**src/rtl/ddr_ref_pkg.sv**
```systemverilog
package ddr_ref_pkg;

  typedef enum logic [1:0] {
    ST_IDLE = 2'd0,
    ST_RFC  = 2'd1,
    ST_SR   = 2'd2,
    ST_XSNR = 2'd3
  } seq_state_e;

  // average refresh interval of 7.8125 us expressed in clock cycles
  function automatic int unsigned refi_cycles(input int unsigned clk_khz);
    longint unsigned prod;
    prod = longint'(clk_khz) * 64'd78125;
    return int'(prod / 64'd10000000);
  endfunction

endpackage

```
**src/rtl/refi_tick_gen.sv**
```systemverilog
module refi_tick_gen #(
  parameter int unsigned INTERVAL = 781
) (
  input  logic clk,
  input  logic rst_n,
  input  logic run,
  output logic tick
);
  localparam int unsigned CW = (INTERVAL > 2) ? $clog2(INTERVAL) : 1;
  localparam logic [CW-1:0] LAST = CW'(INTERVAL - 1);

  logic [CW-1:0] cnt_q, cnt_d;

  always_comb begin
    if (!run)             cnt_d = '0;
    else if (cnt_q == LAST) cnt_d = '0;
    else                  cnt_d = cnt_q + 1'b1;
  end

  always_ff @(posedge clk or negedge rst_n) begin
    if (!rst_n) cnt_q <= '0;
    else        cnt_q <= cnt_d;
  end

  assign tick = run && (cnt_q == LAST);

  // after a tick the interval restarts from zero
  assert_tick_restart_R2: assert property (@(posedge clk) disable iff (!rst_n)
    tick |=> (cnt_q == '0));

endmodule

```
**src/rtl/refresh_debt_ctr.sv**
```systemverilog
module refresh_debt_ctr #(
  parameter int unsigned MAX_DEBT = 8,
  localparam int unsigned DW = $clog2(MAX_DEBT + 1)
) (
  input  logic          clk,
  input  logic          rst_n,
  input  logic          inc,
  input  logic          dec,
  input  logic          clr,
  output logic [DW-1:0] debt
);
  localparam logic [DW-1:0] MAXV = DW'(MAX_DEBT);

  logic [DW-1:0] debt_q, debt_d;

  always_comb begin
    debt_d = debt_q;
    if (clr) begin
      debt_d = '0;
    end else begin
      unique case ({inc, dec})
        2'b10:   if (debt_q != MAXV) debt_d = debt_q + 1'b1;
        2'b01:   if (debt_q != '0)   debt_d = debt_q - 1'b1;
        default: debt_d = debt_q;
      endcase
    end
  end

  always_ff @(posedge clk or negedge rst_n) begin
    if (!rst_n) debt_q <= '0;
    else        debt_q <= debt_d;
  end

  assign debt = debt_q;

  assert_no_overflow_R4: assert property (@(posedge clk) disable iff (!rst_n)
    debt_q <= MAXV);

  assert_dec_one_R5: assert property (@(posedge clk) disable iff (!rst_n)
    (dec && !inc && !clr) |=> (debt_q == $past(debt_q) - 1'b1));

  assert_clear_on_exit_R9: assert property (@(posedge clk) disable iff (!rst_n)
    clr |=> (debt_q == '0));

endmodule

```
**src/rtl/sr_sequencer.sv**
```systemverilog
module sr_sequencer
  import ddr_ref_pkg::*;
#(
  parameter int unsigned TRFC_CYC  = 8,
  parameter int unsigned TXSNR_CYC = 10,
  parameter int unsigned DLL_CYC   = 200
) (
  input  logic clk,
  input  logic rst_n,
  input  logic debt_nz,
  input  logic ref_issued,
  input  logic sr_enter,
  input  logic sr_exit,
  input  logic clk_stable,
  output logic issue_acc,
  output logic exit_acc,
  output logic in_sr,
  output logic ref_req,
  output logic ref_busy,
  output logic cmd_block,
  output logic cke,
  output logic read_allowed
);
  localparam int unsigned TMAX = (TRFC_CYC > TXSNR_CYC) ? TRFC_CYC : TXSNR_CYC;
  localparam int unsigned TW   = (TMAX > 2) ? $clog2(TMAX) : 1;
  localparam int unsigned LW   = (DLL_CYC > 2) ? $clog2(DLL_CYC) : 1;

  seq_state_e    state_q, state_d;
  logic [TW-1:0] tmr_q, tmr_d;
  logic [LW-1:0] dll_q, dll_d;
  logic          dll_busy_q, dll_busy_d;
  logic          cke_q, cke_d;
  logic          rd_q, rd_d;
  logic          enter_acc;

  assign issue_acc = (state_q == ST_IDLE) && debt_nz && ref_issued;
  // refresh takes priority over self refresh entry
  assign enter_acc = (state_q == ST_IDLE) && sr_enter && !issue_acc;
  assign exit_acc  = (state_q == ST_SR) && sr_exit && clk_stable;

  always_comb begin
    state_d = state_q;
    tmr_d   = tmr_q;
    unique case (state_q)
      ST_IDLE: begin
        if (issue_acc) begin
          state_d = ST_RFC;
          tmr_d   = TW'(TRFC_CYC - 1);
        end else if (enter_acc) begin
          state_d = ST_SR;
        end
      end
      ST_RFC: begin
        if (tmr_q == '0) state_d = ST_IDLE;
        else             tmr_d   = tmr_q - 1'b1;
      end
      ST_SR: begin
        if (exit_acc) begin
          state_d = ST_XSNR;
          tmr_d   = TW'(TXSNR_CYC - 1);
        end
      end
      ST_XSNR: begin
        if (tmr_q == '0) state_d = ST_IDLE;
        else             tmr_d   = tmr_q - 1'b1;
      end
      default: state_d = ST_IDLE;
    endcase
  end

  // DLL relock count runs from the exit edge, independent of the state
  always_comb begin
    dll_d      = dll_q;
    dll_busy_d = dll_busy_q;
    if (exit_acc) begin
      dll_d      = LW'(DLL_CYC - 1);
      dll_busy_d = 1'b1;
    end else if (dll_busy_q) begin
      if (dll_q == '0) dll_busy_d = 1'b0;
      else             dll_d      = dll_q - 1'b1;
    end
  end

  always_comb begin
    cke_d = (state_d != ST_SR);
    rd_d  = ((state_d == ST_IDLE) || (state_d == ST_RFC)) && !dll_busy_d;
  end

  always_ff @(posedge clk or negedge rst_n) begin
    if (!rst_n) begin
      state_q    <= ST_IDLE;
      tmr_q      <= '0;
      dll_q      <= '0;
      dll_busy_q <= 1'b0;
      cke_q      <= 1'b1;
      rd_q       <= 1'b1;
    end else begin
      state_q    <= state_d;
      tmr_q      <= tmr_d;
      dll_q      <= dll_d;
      dll_busy_q <= dll_busy_d;
      cke_q      <= cke_d;
      rd_q       <= rd_d;
    end
  end

  assign in_sr        = (state_q == ST_SR);
  assign ref_busy     = (state_q == ST_RFC);
  assign cmd_block    = (state_q != ST_IDLE);
  assign ref_req      = (state_q == ST_IDLE) && debt_nz;
  assign cke          = cke_q;
  assign read_allowed = rd_q;

  assert_busy_start_R5: assert property (@(posedge clk) disable iff (!rst_n)
    issue_acc |=> (ref_busy && cke));

  assert_cke_high_rfc_R5: assert property (@(posedge clk) disable iff (!rst_n)
    ref_busy |-> cke);

  assert_enter_drop_R7: assert property (@(posedge clk) disable iff (!rst_n)
    enter_acc |=> (!cke && !read_allowed));

  assert_exit_wait_R8: assert property (@(posedge clk) disable iff (!rst_n)
    (in_sr && !clk_stable) |=> !cke);

  assert_xsnr_nop_R9: assert property (@(posedge clk) disable iff (!rst_n)
    exit_acc |=> (cke && cmd_block && !read_allowed));

  assert_read_lock_R10: assert property (@(posedge clk) disable iff (!rst_n)
    dll_busy_q |-> !read_allowed);

endmodule

```
**src/rtl/ddr_refresh_sched.sv**
```systemverilog
module ddr_refresh_sched
  import ddr_ref_pkg::*;
#(
  parameter int unsigned CLK_KHZ   = 100000,
  parameter int unsigned MAX_DEBT  = 8,
  parameter int unsigned TRFC_CYC  = 8,
  parameter int unsigned TXSNR_CYC = 10,
  parameter int unsigned DLL_CYC   = 200,
  localparam int unsigned DW       = $clog2(MAX_DEBT + 1)
) (
  input  logic          clk,
  input  logic          rst_n,
  input  logic          ref_issued,
  input  logic          sr_enter,
  input  logic          sr_exit,
  input  logic          clk_stable,
  output logic          ref_req,
  output logic          ref_urgent,
  output logic          ref_busy,
  output logic          cmd_block,
  output logic          cke,
  output logic          read_allowed,
  output logic [DW-1:0] debt
);
  localparam int unsigned INTERVAL = refi_cycles(CLK_KHZ);

  logic tick;
  logic issue_acc;
  logic exit_acc;
  logic in_sr;
  logic [DW-1:0] debt_w;

  refi_tick_gen #(.INTERVAL(INTERVAL)) u_tick (
    .clk  (clk),
    .rst_n(rst_n),
    .run  (!in_sr),
    .tick (tick)
  );

  refresh_debt_ctr #(.MAX_DEBT(MAX_DEBT)) u_debt (
    .clk  (clk),
    .rst_n(rst_n),
    .inc  (tick),
    .dec  (issue_acc),
    .clr  (exit_acc),
    .debt (debt_w)
  );

  sr_sequencer #(
    .TRFC_CYC (TRFC_CYC),
    .TXSNR_CYC(TXSNR_CYC),
    .DLL_CYC  (DLL_CYC)
  ) u_seq (
    .clk         (clk),
    .rst_n       (rst_n),
    .debt_nz     (debt_w != '0),
    .ref_issued  (ref_issued),
    .sr_enter    (sr_enter),
    .sr_exit     (sr_exit),
    .clk_stable  (clk_stable),
    .issue_acc   (issue_acc),
    .exit_acc    (exit_acc),
    .in_sr       (in_sr),
    .ref_req     (ref_req),
    .ref_busy    (ref_busy),
    .cmd_block   (cmd_block),
    .cke         (cke),
    .read_allowed(read_allowed)
  );

  assign ref_urgent = (debt_w == DW'(MAX_DEBT));
  assign debt       = debt_w;

  // no interval tick while the device refreshes itself
  assert_no_tick_in_sr_R7: assert property (@(posedge clk) disable iff (!rst_n)
    in_sr |-> !tick);

endmodule

```
**config.mk**
```make
export PLATFORM = sky130hd
export DESIGN_NAME = ddr_refresh_sched
export DESIGN_NICKNAME = d
export VERILOG_FILES = /design/src/rtl/ddr_ref_pkg.sv /design/src/rtl/refi_tick_gen.sv /design/src/rtl/refresh_debt_ctr.sv /design/src/rtl/sr_sequencer.sv /design/src/rtl/ddr_refresh_sched.sv
export SDC_FILE = /design/constraint.sdc
export NUM_CORES = 1
export LEC_CHECK = 0
export ABC_CLOCK_PERIOD_IN_PS = 2700
export BUFFER_PORTS_ARGS = -buffer_cell sky130_fd_sc_hd__buf_2
export CAP_MARGIN = 20
export CORE_MARGIN = 2
export CORE_UTILIZATION = 25
export DETAILED_ROUTE_END_ITERATION = 12
export GPL_TIMING_DRIVEN = 1
export SLEW_MARGIN = 15
export SYNTH_ARGS = -nofsm -noshare
export SYNTH_HDL_FRONTEND = slang
export SYNTH_SLANG_ARGS = --single-unit
```
**constraint.sdc**
```tcl
create_clock -name clk -period 2.7 [get_ports clk]
set_input_delay 0.135 -clock clk [delete_from_list [all_inputs] [get_ports clk]]
set_output_delay 0.135 -clock clk [all_outputs]
set_load 0.05 [all_outputs]
```
# [Word level (Yosys, flattened, before mapping)]
# Cells that the tools add are included.
[word_totals] register_bits=31 latch_bits=0 mem_bits_rw=0 romBits=0 in_bits=6 out_inout_bits=10 elab_cells=74 mem_count=0
[op_classes] n_addsub=5 mul=0 n_div=0 magnitude_cmp=0 n_eq_ne=16 shifts=0 n_mux=21 n_bitwise=0 reduce_logical=24
[op_table] operator="2-to-1 mux 4 bit" n=6
[op_table] operator="2-to-1 mux 8 bit" n=3
[op_table] operator="2-to-1 mux 10 bit" n=2
[op_table] operator="one-hot mux 4 bit (3 select lines)" n=1
[op_table] operator="adder 10 x 1 -> 10 bit (second input constant)" n=1
[op_table] operator="== test 10 bit (second input constant)" n=1
[op_table] operator="inequality test 2 bit (second input constant)" n=5
[op_table] operator="logical AND 1 bit" n=8
[op_table] operator="logical NOT 8 bit" n=1
[op_table] operator="2-to-1 mux 2 bit" n=4
[op_table] operator="one-hot mux 4 bit (2 select lines)" n=1
[op_table] operator="subtractor 4 x 1 -> 4 bit (second input constant)" n=2
[op_table] operator="subtractor 8 x 1 -> 8 bit (second input constant)" n=1
[op_table] operator="== test 2 x 1 -> 1 bit (second input constant)" n=3
[op_table] operator="== test 2 bit (second input constant)" n=3
[op_table] operator="inequality test 3 x 2 -> 1 bit (second input constant)" n=2
[op_table] operator="one-hot mux 2 bit (3 select lines)" n=1
[op_table] operator="AND reduction 3 bit" n=2
[op_table] operator="adder 4 x 1 -> 4 bit (second input constant)" n=1
[op_table] operator="== test 4 bit (second input constant)" n=1
[op_table] operator="logical NOT 2 bit" n=2
[op_table] operator="logical NOT 4 bit" n=1
[op_table] operator="inequality test 4 bit (second input constant)" n=1
[op_table] operator="nonzero test 2 bit" n=2
[op_table] operator="7 further kinds" n=11

# [Longest topological paths before layout]
# Gate-level depths: netlist (run 1).
[depth] depth_word=11 depth_mapped=12 depth_no_buf=12

# [By module]
# Synthesis (run 1) repeated with hierarchy kept, for this count alone.
[unflattened] cells_unflattened=177 hier_area_um2=1805.5
[modules_own_cells] mod="sr_sequencer" instances=1 cells_per_inst=96 area_per_inst_um2=949.7 seq_area_each_um2=427.9
[modules_own_cells] mod="refi_tick_gen" instances=1 cells_per_inst=52 area_per_inst_um2=538.0 seq_area_each_um2=250.2
[modules_own_cells] mod="refresh_debt_ctr" instances=1 cells_per_inst=26 area_per_inst_um2=297.8 seq_area_each_um2=100.1
[modules_own_cells] mod="ddr_refresh_sched" instances=1 cells_per_inst=3 area_per_inst_um2=20.0 seq_area_each_um2=0.0

# [Worst setup path before layout (run 1)]
# No wires, ideal clock.
[synth_path] kind="reg2reg" from="register u_debt.debt_q[0] (netlist: u_debt.debt[0])" to="register u_debt.debt_q[3] (netlist: u_debt.debt[3])" setup_time_ns=0.079 arrival_time_ns=2.731 required_ns=2.621 slack_ns=-0.111 path_stages_with_launch=11 path_buffers=1 synth_period_minus_slack_ns=2.811 cell_sequence="dfrtp_1 -> nor4_1 -> or3b_2 -> clkbuf_1 -> inv_1 -> ha_1 -> ha_1 -> o21a_1 -> o22a_1 -> o211ai_1 -> mux2i_1"
[synth_between] elab_chain_len=6 word_cells_on_any_way=16 classes_between="2 x add/sub; 5 x eq/ne; 4 x mux; 5 x reduce/logical"
[synth_rtl] item="start: declaration" line="refresh_debt_ctr.sv:14" rtl="logic [DW-1:0] debt_q, debt_d;"
[synth_rtl] item="start signal: assignment" line="refresh_debt_ctr.sv:31" rtl="else debt_q <= debt_d;"
[synth_rtl] item="branches (longest 6 deep; another with subtractor 4 x 1 -> 4 bit)"
# Parallel ways; which one is timed is not known. The select of a mux whose other input is x is not followed.
# A chain may end at the register's enable or synchronous reset.

# [Final worst setup path (run 1)]
[layout_path] from="register u_seq.state_q[1]" to="register u_debt.debt_q[3] (netlist: u_debt.debt[3])"
[layout_between] elab_chain_len=6 word_cells_on_any_way=16 classes_between="5 x eq/ne; 2 x mux; 9 x reduce/logical"
[layout_rtl] item="start: declaration" line="sr_sequencer.sv:28" rtl="seq_state_e state_q, state_d;"
[layout_rtl] item="start signal: assignment" line="sr_sequencer.sv:98" rtl="state_q <= state_d;"
[layout_rtl] item="== test 2 bit / logical NOT 2 bit (equally long branches)" line="sr_sequencer.sv:39, sr_sequencer.sv:107, sr_sequencer.sv:36"
[layout_rtl] item="logical NOT 1 bit / logical AND 1 bit (equally long branches)" line="ddr_refresh_sched.sv:36, sr_sequencer.sv:36"
[layout_rtl] item="logical AND 1 bit, on equally long branches" line="refi_tick_gen.sv:25, sr_sequencer.sv:36"
[layout_rtl] item="== test 2 x 1 -> 1 bit / == test 2 bit (equally long branches)" line="refresh_debt_ctr.sv:21" rtl="unique case ({inc, dec})"
[layout_rtl] item="inequality test 3 x 2 -> 1 bit (no source line) (tied with other cells)"
[layout_rtl] item="AND reduction 3 bit (no source line) / 2-to-1 mux 4 bit (equally long branches)"
# Several ways; a longest one is shown, not always the timed one.

==> out/results.tsv, run 1 <==
metric	value	unit
FF-to-FF Start	u_seq.state_q[1]$_DFF_PN0_	
cells on worst reg2reg path	9	
clock tree buffer depth	2	
clk root buf	clkbuf_8	
CP Launch Type	flop	
antenna viol nets, final	0	
TritonCTS buffer count	5	
PD cells	959	nW/µm²
cells after synthesis	172	
worst hold margin	206	ps
Setup CP Type	reg2reg	
number of H-tree levels	2	
total clock sinks	31	
DRC errors left	0	
Final Hold Fails	0	
share of the synthesized area in the top cell type	0.430	
Routed wire per std cell	12.7	µm
post-DP HPWL	2.54	mm
vias	1286	
VDD IR max	0.000307	V
num ports	16	
Post-CTS Setup Repair Bufs	0	
first-pass GRT wire length	5.76	mm
RR Endpoint	u_debt.debt[3]$_DFFE_PN0P_	
die height	86.1	µm
gr usage total	0.0997	
class of the worst hold path	in2reg	
RSZ-0062 raised after global routing	false	
register bit total from synthesis	31	
Syn Nets	188	
layout cell share with drive strength beyond 1	0.224	
initial antenna violation count	0	
grt ovf	0	
Static Leak	0.897	nW
via-per-instance ratio	4.71	
Clock Latency Late Sink	290	ps
CP required	2910	ps
worst-margin pin slew	701	ps
Routed WL	3.46	mm
dominant cell type by area after synthesis	dfrtp_1	
yosys warns	0	
Ant. Diodes	0	
area delta synth->final	18.5	%
Synth area leaders	dfrtp_1, ha_1, xnor2_1	
total negative slack	0	ps
port bufs	15	
final setup fails	0	
Worst Path Max Fanout	6	
MaxCap Viol Count	0	
Rel. slew slack	0.533	
Final Worst Setup Slack	110	ps
core area	6420	µm²
Synth Area per Inst	9.81	µm²
First-pass DRT Iterations	4	
placement row count	29	
WHS Endpoint	u_seq.state_q[1]$_DFF_PN0_	
die area	7420	µm²
hold path cells	3	
Critical Path AT	2800	ps
Initial Utilization	0.263	
Worst-path clk slew	70	ps
Worst setup EP type	flop	
Final Cycle Share	0.959	
CTS tree	built	
dpl ws	23.2	ps
vias in the first global route	1235	
critical hold path startpoint	sr_enter	
Unique masters post-synth	39	
status	completed	
Seq/Total Area, Yosys	0.461	
largest net degree at the start of global routing	32	
Tmin final	2590	ps
Mapped Area	1690	µm²
r2r setup slk	110	ps
die width	86.1	µm
Post-layout nets	211	
RePlAce Congestion	0.813	
Fmax	386	MHz
clk_skew	8.64	ps
Pins Over Slew Limit	0	
DRT iter0 DRCs	51	
==> registers in the layout (all words and copies together), names as in the netlist <==
register and cells:
u_tick.cnt_q 10, u_seq.dll_q 8, u_debt.debt 4, u_seq.tmr_q 4, u_seq.state_q 2, u_seq.cke 1, u_seq.dll_busy_q 1, u_seq.read_allowed 1
==> power by group <==
group	total, mW	switching, mW	internal (mW)
logic	0.707	0.434	0.273
registers	0.735	0.122	0.613
clock network	0.476	0.177	0.298
total	1.92	0.733	1.18
==> per-stage QoR <==
step	std cells	total power, mW	utilization	cell area, µm²
global route	273	2.06	0.311	2000
CTS	273	1.95	0.311	2000
global placement	264	1.44	0.291	1870
floorplan	172	1.27	-	1690
detailed placement	264	1.46	0.291	1870
finish	273	1.92	0.311	2000
==> placed cells by master (no fill, tap or decap), drive strengths merged, types with 7 or more instances in the layout <==
master  count
dfrtp      29
inv        11
xnor2      10
nand3       8
nand2      18
buf        18
ha         10
a21oi       8
o31ai       7
nor2       16
==> cell usage after synthesis <==
| library cell | instances |
|---|---|
| buf_6 | 1 |
| nand2b_1 | 2 |
| a31o_2 | 1 |
| or3b_2 | 2 |
| or2_0 | 1 |
| nor2_1 | 16 |
| nand3_1 | 8 |
| and3_1 | 2 |
| a21oi_1 | 8 |
| o31ai_1 | 6 |
| nor3_1 | 5 |
| or4_1 | 5 |
| dfrtp_1 | 29 |
| mux2i_1 | 1 |
| o211ai_1 | 2 |
| nor4_1 | 2 |
| or3_1 | 1 |
| inv_1 | 11 |
| xor2_1 | 4 |
| o22a_1 | 1 |
| nand2_1 | 18 |
| a31oi_1 | 1 |
| mux2_2 | 1 |
| nand4_1 | 2 |
| o31ai_4 | 1 |
| a21boi_0 | 1 |
| ha_1 | 10 |
| o21ai_1 | 1 |
| nor2b_1 | 1 |
| and2_1 | 1 |
| o21ai_0 | 3 |
| xnor2_1 | 10 |
| o311ai_2 | 1 |
| and4b_1 | 2 |
| a22oi_1 | 1 |
| dfstp_2 | 2 |
| o21a_1 | 2 |
| or2_2 | 4 |
| clkbuf_1 | 2 |
==> cell families (layout without fill, tap and decap cells) <==
| group | Yosys count | after routing | share of synthesized area |
|---|---|---|---|
| multiplexers | 2 | 2 | 0.0126 |
| AO/OA/AOI/OAI | 29 | 29 | 0.125 |
| AND/OR/NAND/NOR | 72 | 72 | 0.218 |
| XOR/XNOR | 14 | 14 | 0.0727 |
| flip-flops | 31 | 31 | 0.461 |
| adder cells (fa/ha/maj) | 10 | 10 | 0.0742 |
| buffers and inverters | 14 | 38 | 0.0356 |
==> layer usage <==
layer / wire, µm / vias up / track usage
li1: - / 644 / -
met1: 1580 / 626 / 0.117
met2: 1730 / 12 / 0.168
met3: 111 / 4 / 0.0366
met4: 32 / 0 / 0.0332
met5: 0 / - / 0
==> final cells by class <==
class	instances	area, µm²
fill	666	4420
sequential	31	783
timing repair buffer	19	108
tap	77	96.3
clock inverter	2	35.0
multi-input combinational	127	853
clock buffer	6	82.6
inverter	11	41.3
==> worst max-delay path: stages (launching register included) <==
cell and delay, ps:
dfrtp_1 380, or2_4 250, or3b_2 530, inv_2 120, ha_2 230, ha_1 290, o21a_1 130, o22a_1 190
o211ai_1 200, mux2i_1 210
==> worst max-delay path by stage <==
stage                                     from                    endpoint  cells past startpoint
detailed placement  u_seq.state_q[1]$_DFF_PN0_  u_debt.debt[3]$_DFFE_PN0P_                      9
global route         u_tick.cnt_q[0]$_DFF_PN0_  u_debt.debt[3]$_DFFE_PN0P_                     11
global placement    u_seq.state_q[1]$_DFF_PN0_  u_debt.debt[3]$_DFFE_PN0P_                      9
CTS                 u_seq.state_q[1]$_DFF_PN0_  u_debt.debt[3]$_DFFE_PN0P_                      9
floorplan           u_seq.state_q[0]$_DFF_PN0_  u_debt.debt[3]$_DFFE_PN0P_                     10
finish              u_seq.state_q[1]$_DFF_PN0_  u_debt.debt[3]$_DFFE_PN0P_                      9
==> repair_timing <==
action	CTS	global route
setup endpoints to repair	0	1
resized for setup	0	2
hold buffers	1	0
endpoints found under the hold margin	29	0
(Power assumes the default switching activity.)
==> inputs of run 2 (changes only) <==
CTS_BUF_LIST = sky130_fd_sc_hd__clkbuf_16   (was not set)
==> run 2 against run 1 <==
  * Routed wire length grew 1.7%
  * Via count shrank 0.47%
  * Non-clock buffer count is the same
  * Worst hold slack gained 29 ps
  * Global-route usage is the same
  * Core utilization grew 0.88 points
  * Largest cell class unchanged
  * Critical path depth is the same
  * Clock skew shrank 2.7 ps
  * Fmax grew 2.0%
==> out/results.tsv, run 2 (synthesized netlist as in run 1, its figures left out) <==
metric	value	unit
number of H-tree levels	2	
Post-layout nets	211	
TritonCTS buffer count	5	
via-per-instance ratio	4.69	
First-pass DRT Iterations	4	
port bufs	15	
vias in the first global route	1264	
Largest Register	u_tick.cnt_q	
clock tree buffer depth	2	
most common cell after layout, fill and taps aside	dfrtp_1	
die width	86.1	µm
final instance area	2060	µm²
largest net degree at the start of global routing	32	
clk root buf	clkbuf_16	
die height	86.1	µm
DRC errors left	0	
Routed WL	3.52	mm
Buffers & Inverters on Critical Path	1	
worst-margin pin slew	700	ps
Clock Latency Late Sink	270	ps
first-pass GRT wire length	5.81	mm
Ant. Diodes	0	
core area	6420	µm²
Critical Path AT	2730	ps
PD cells	1010	nW/µm²
Rel. slew slack	0.533	
Fmax	394	MHz
VDD IR max	0.000313	V
RSZ-0062 raised after global routing	false	
largest registers	u_tick.cnt_q (10), u_seq.dll_q (8)	
clk_skew	5.92	ps
Setup CP Type	reg2reg	
RePlAce Congestion	0.813	
CTS tree	built	
MaxCap Viol Count	0	
most frequent cells in the layout	dfrtp_1, nand2_1, nor2_1, buf_2	
Tmin final	2540	ps
Initial Utilization	0.263	
layout cell share with drive strength beyond 1	0.224	
Routed wire per std cell	12.9	µm
Static Leak	0.929	nW
CP Launch Type	flop	
status	completed	
Post-CTS Setup Repair Bufs	0	
Pins Over Slew Limit	0	
Placed Cells	264	
CP max stage delay	450	ps
die area	7420	µm²
Worst Path Max Fanout	7	
Final Cycle Share	0.941	
max FFs per register	10	
area delta synth->final	21.9	%
fill cell count	654	
Top delay family on crit path	simple AND/OR/NAND/NOR gates	
grt ovf	0	
CP required	2890	ps
Worst-path clk slew	50	ps
gr usage total	0.0997	
num ports	16	
Final Hold Fails	0	
total clock sinks	31	
post-DP HPWL	2.54	mm
initial antenna violation count	0	
final setup fails	0	
Worst setup EP type	flop	
Area after DPL	1870	µm²
Finished Layout Cells	273	
antenna viol nets, final	0	
crit path cell chain	nor4_1, or3b_4, inv_2, ha_2, ha_1, a21boi_0, o22a_1, o211ai_1, mux2i_1	
class of the worst hold path	in2reg	
total negative slack	0	ps
Design Power	2.07	mW
vias	1280	
CP max-delay cell	dfrtp_2	
DRT iter0 DRCs	63	
placement row count	29	
run 2: where the power goes:
group	total, mW	internal [mW]	switching, mW
registers	0.737	0.614	0.123
clock network	0.620	0.429	0.191
logic	0.712	0.273	0.439
run 2: path summary, 6_finish.rpt:
check                           cells past startpoint                       start                         end  slack [ps]
worst max-delay path                                9  u_debt.debt[0]$_DFFE_PN0P_  u_debt.debt[3]$_DFFE_PN0P_         160
worst min-delay path                                3                    sr_enter  u_seq.state_q[1]$_DFF_PN0_         230
worst max register to register                      9  u_debt.debt[0]$_DFFE_PN0P_  u_debt.debt[3]$_DFFE_PN0P_         160
worst min register to register                      1   u_tick.cnt_q[0]$_DFF_PN0_   u_tick.cnt_q[0]$_DFF_PN0_         520
max in group asynchronous                           2                       rst_n  u_debt.debt[1]$_DFFE_PN0P_        1760
min in group asynchronous                           2                       rst_n  u_seq.dll_q[1]$_DFFE_PN0P_         440
run 2: timing repair:
| item | in CTS | in global routing |
|---|---|---|
| hold endpoints to repair | 29 | 0 |
| endpoints found under the setup margin | 1 | 1 |
| resized for setup | 1 | 3 |
| hold buffers | 1 | 0 |
| cloned | 0 | 0 |
run 2: final cells by class:
type                            instances  area, µm²  share of cell area
Tap cell                               77       96.3              0.0469
Clock inverter                          3       38.8              0.0189
Sequential cell                        31        783               0.381
Inverter                               11       41.3              0.0201
Timing Repair Buffer                   19        108              0.0523
Clock buffer                            5        125              0.0609
Multi-Input combinational cell        127        863               0.420
run 2: worst min-delay path, stage by stage:
cell	delay, ps
buf_2	110
nand2_1	60
o21ai_1	120
run 2: stage by stage:
step | hold WS [ps] | utilization | setup slack, ps
after floorplan | -161 | - | 24.0
after global placement | 226 | 0.291 | 152
after detailed placement | 231 | 0.291 | 23.2
after CTS | 223 | 0.319 | 19.3
after global routing | 238 | 0.320 | 43.0
final | 235 | 0.320 | 160
run 2: per-layer routing:
metal,up-vias,GRT usage,part of all wire
met1,617,0.118,0.45
met2,14,0.171,0.51
met3,4,0.0279,0.028
met5,-,0,0
met4,0,0.0390,0.0077
li1,645,-,-
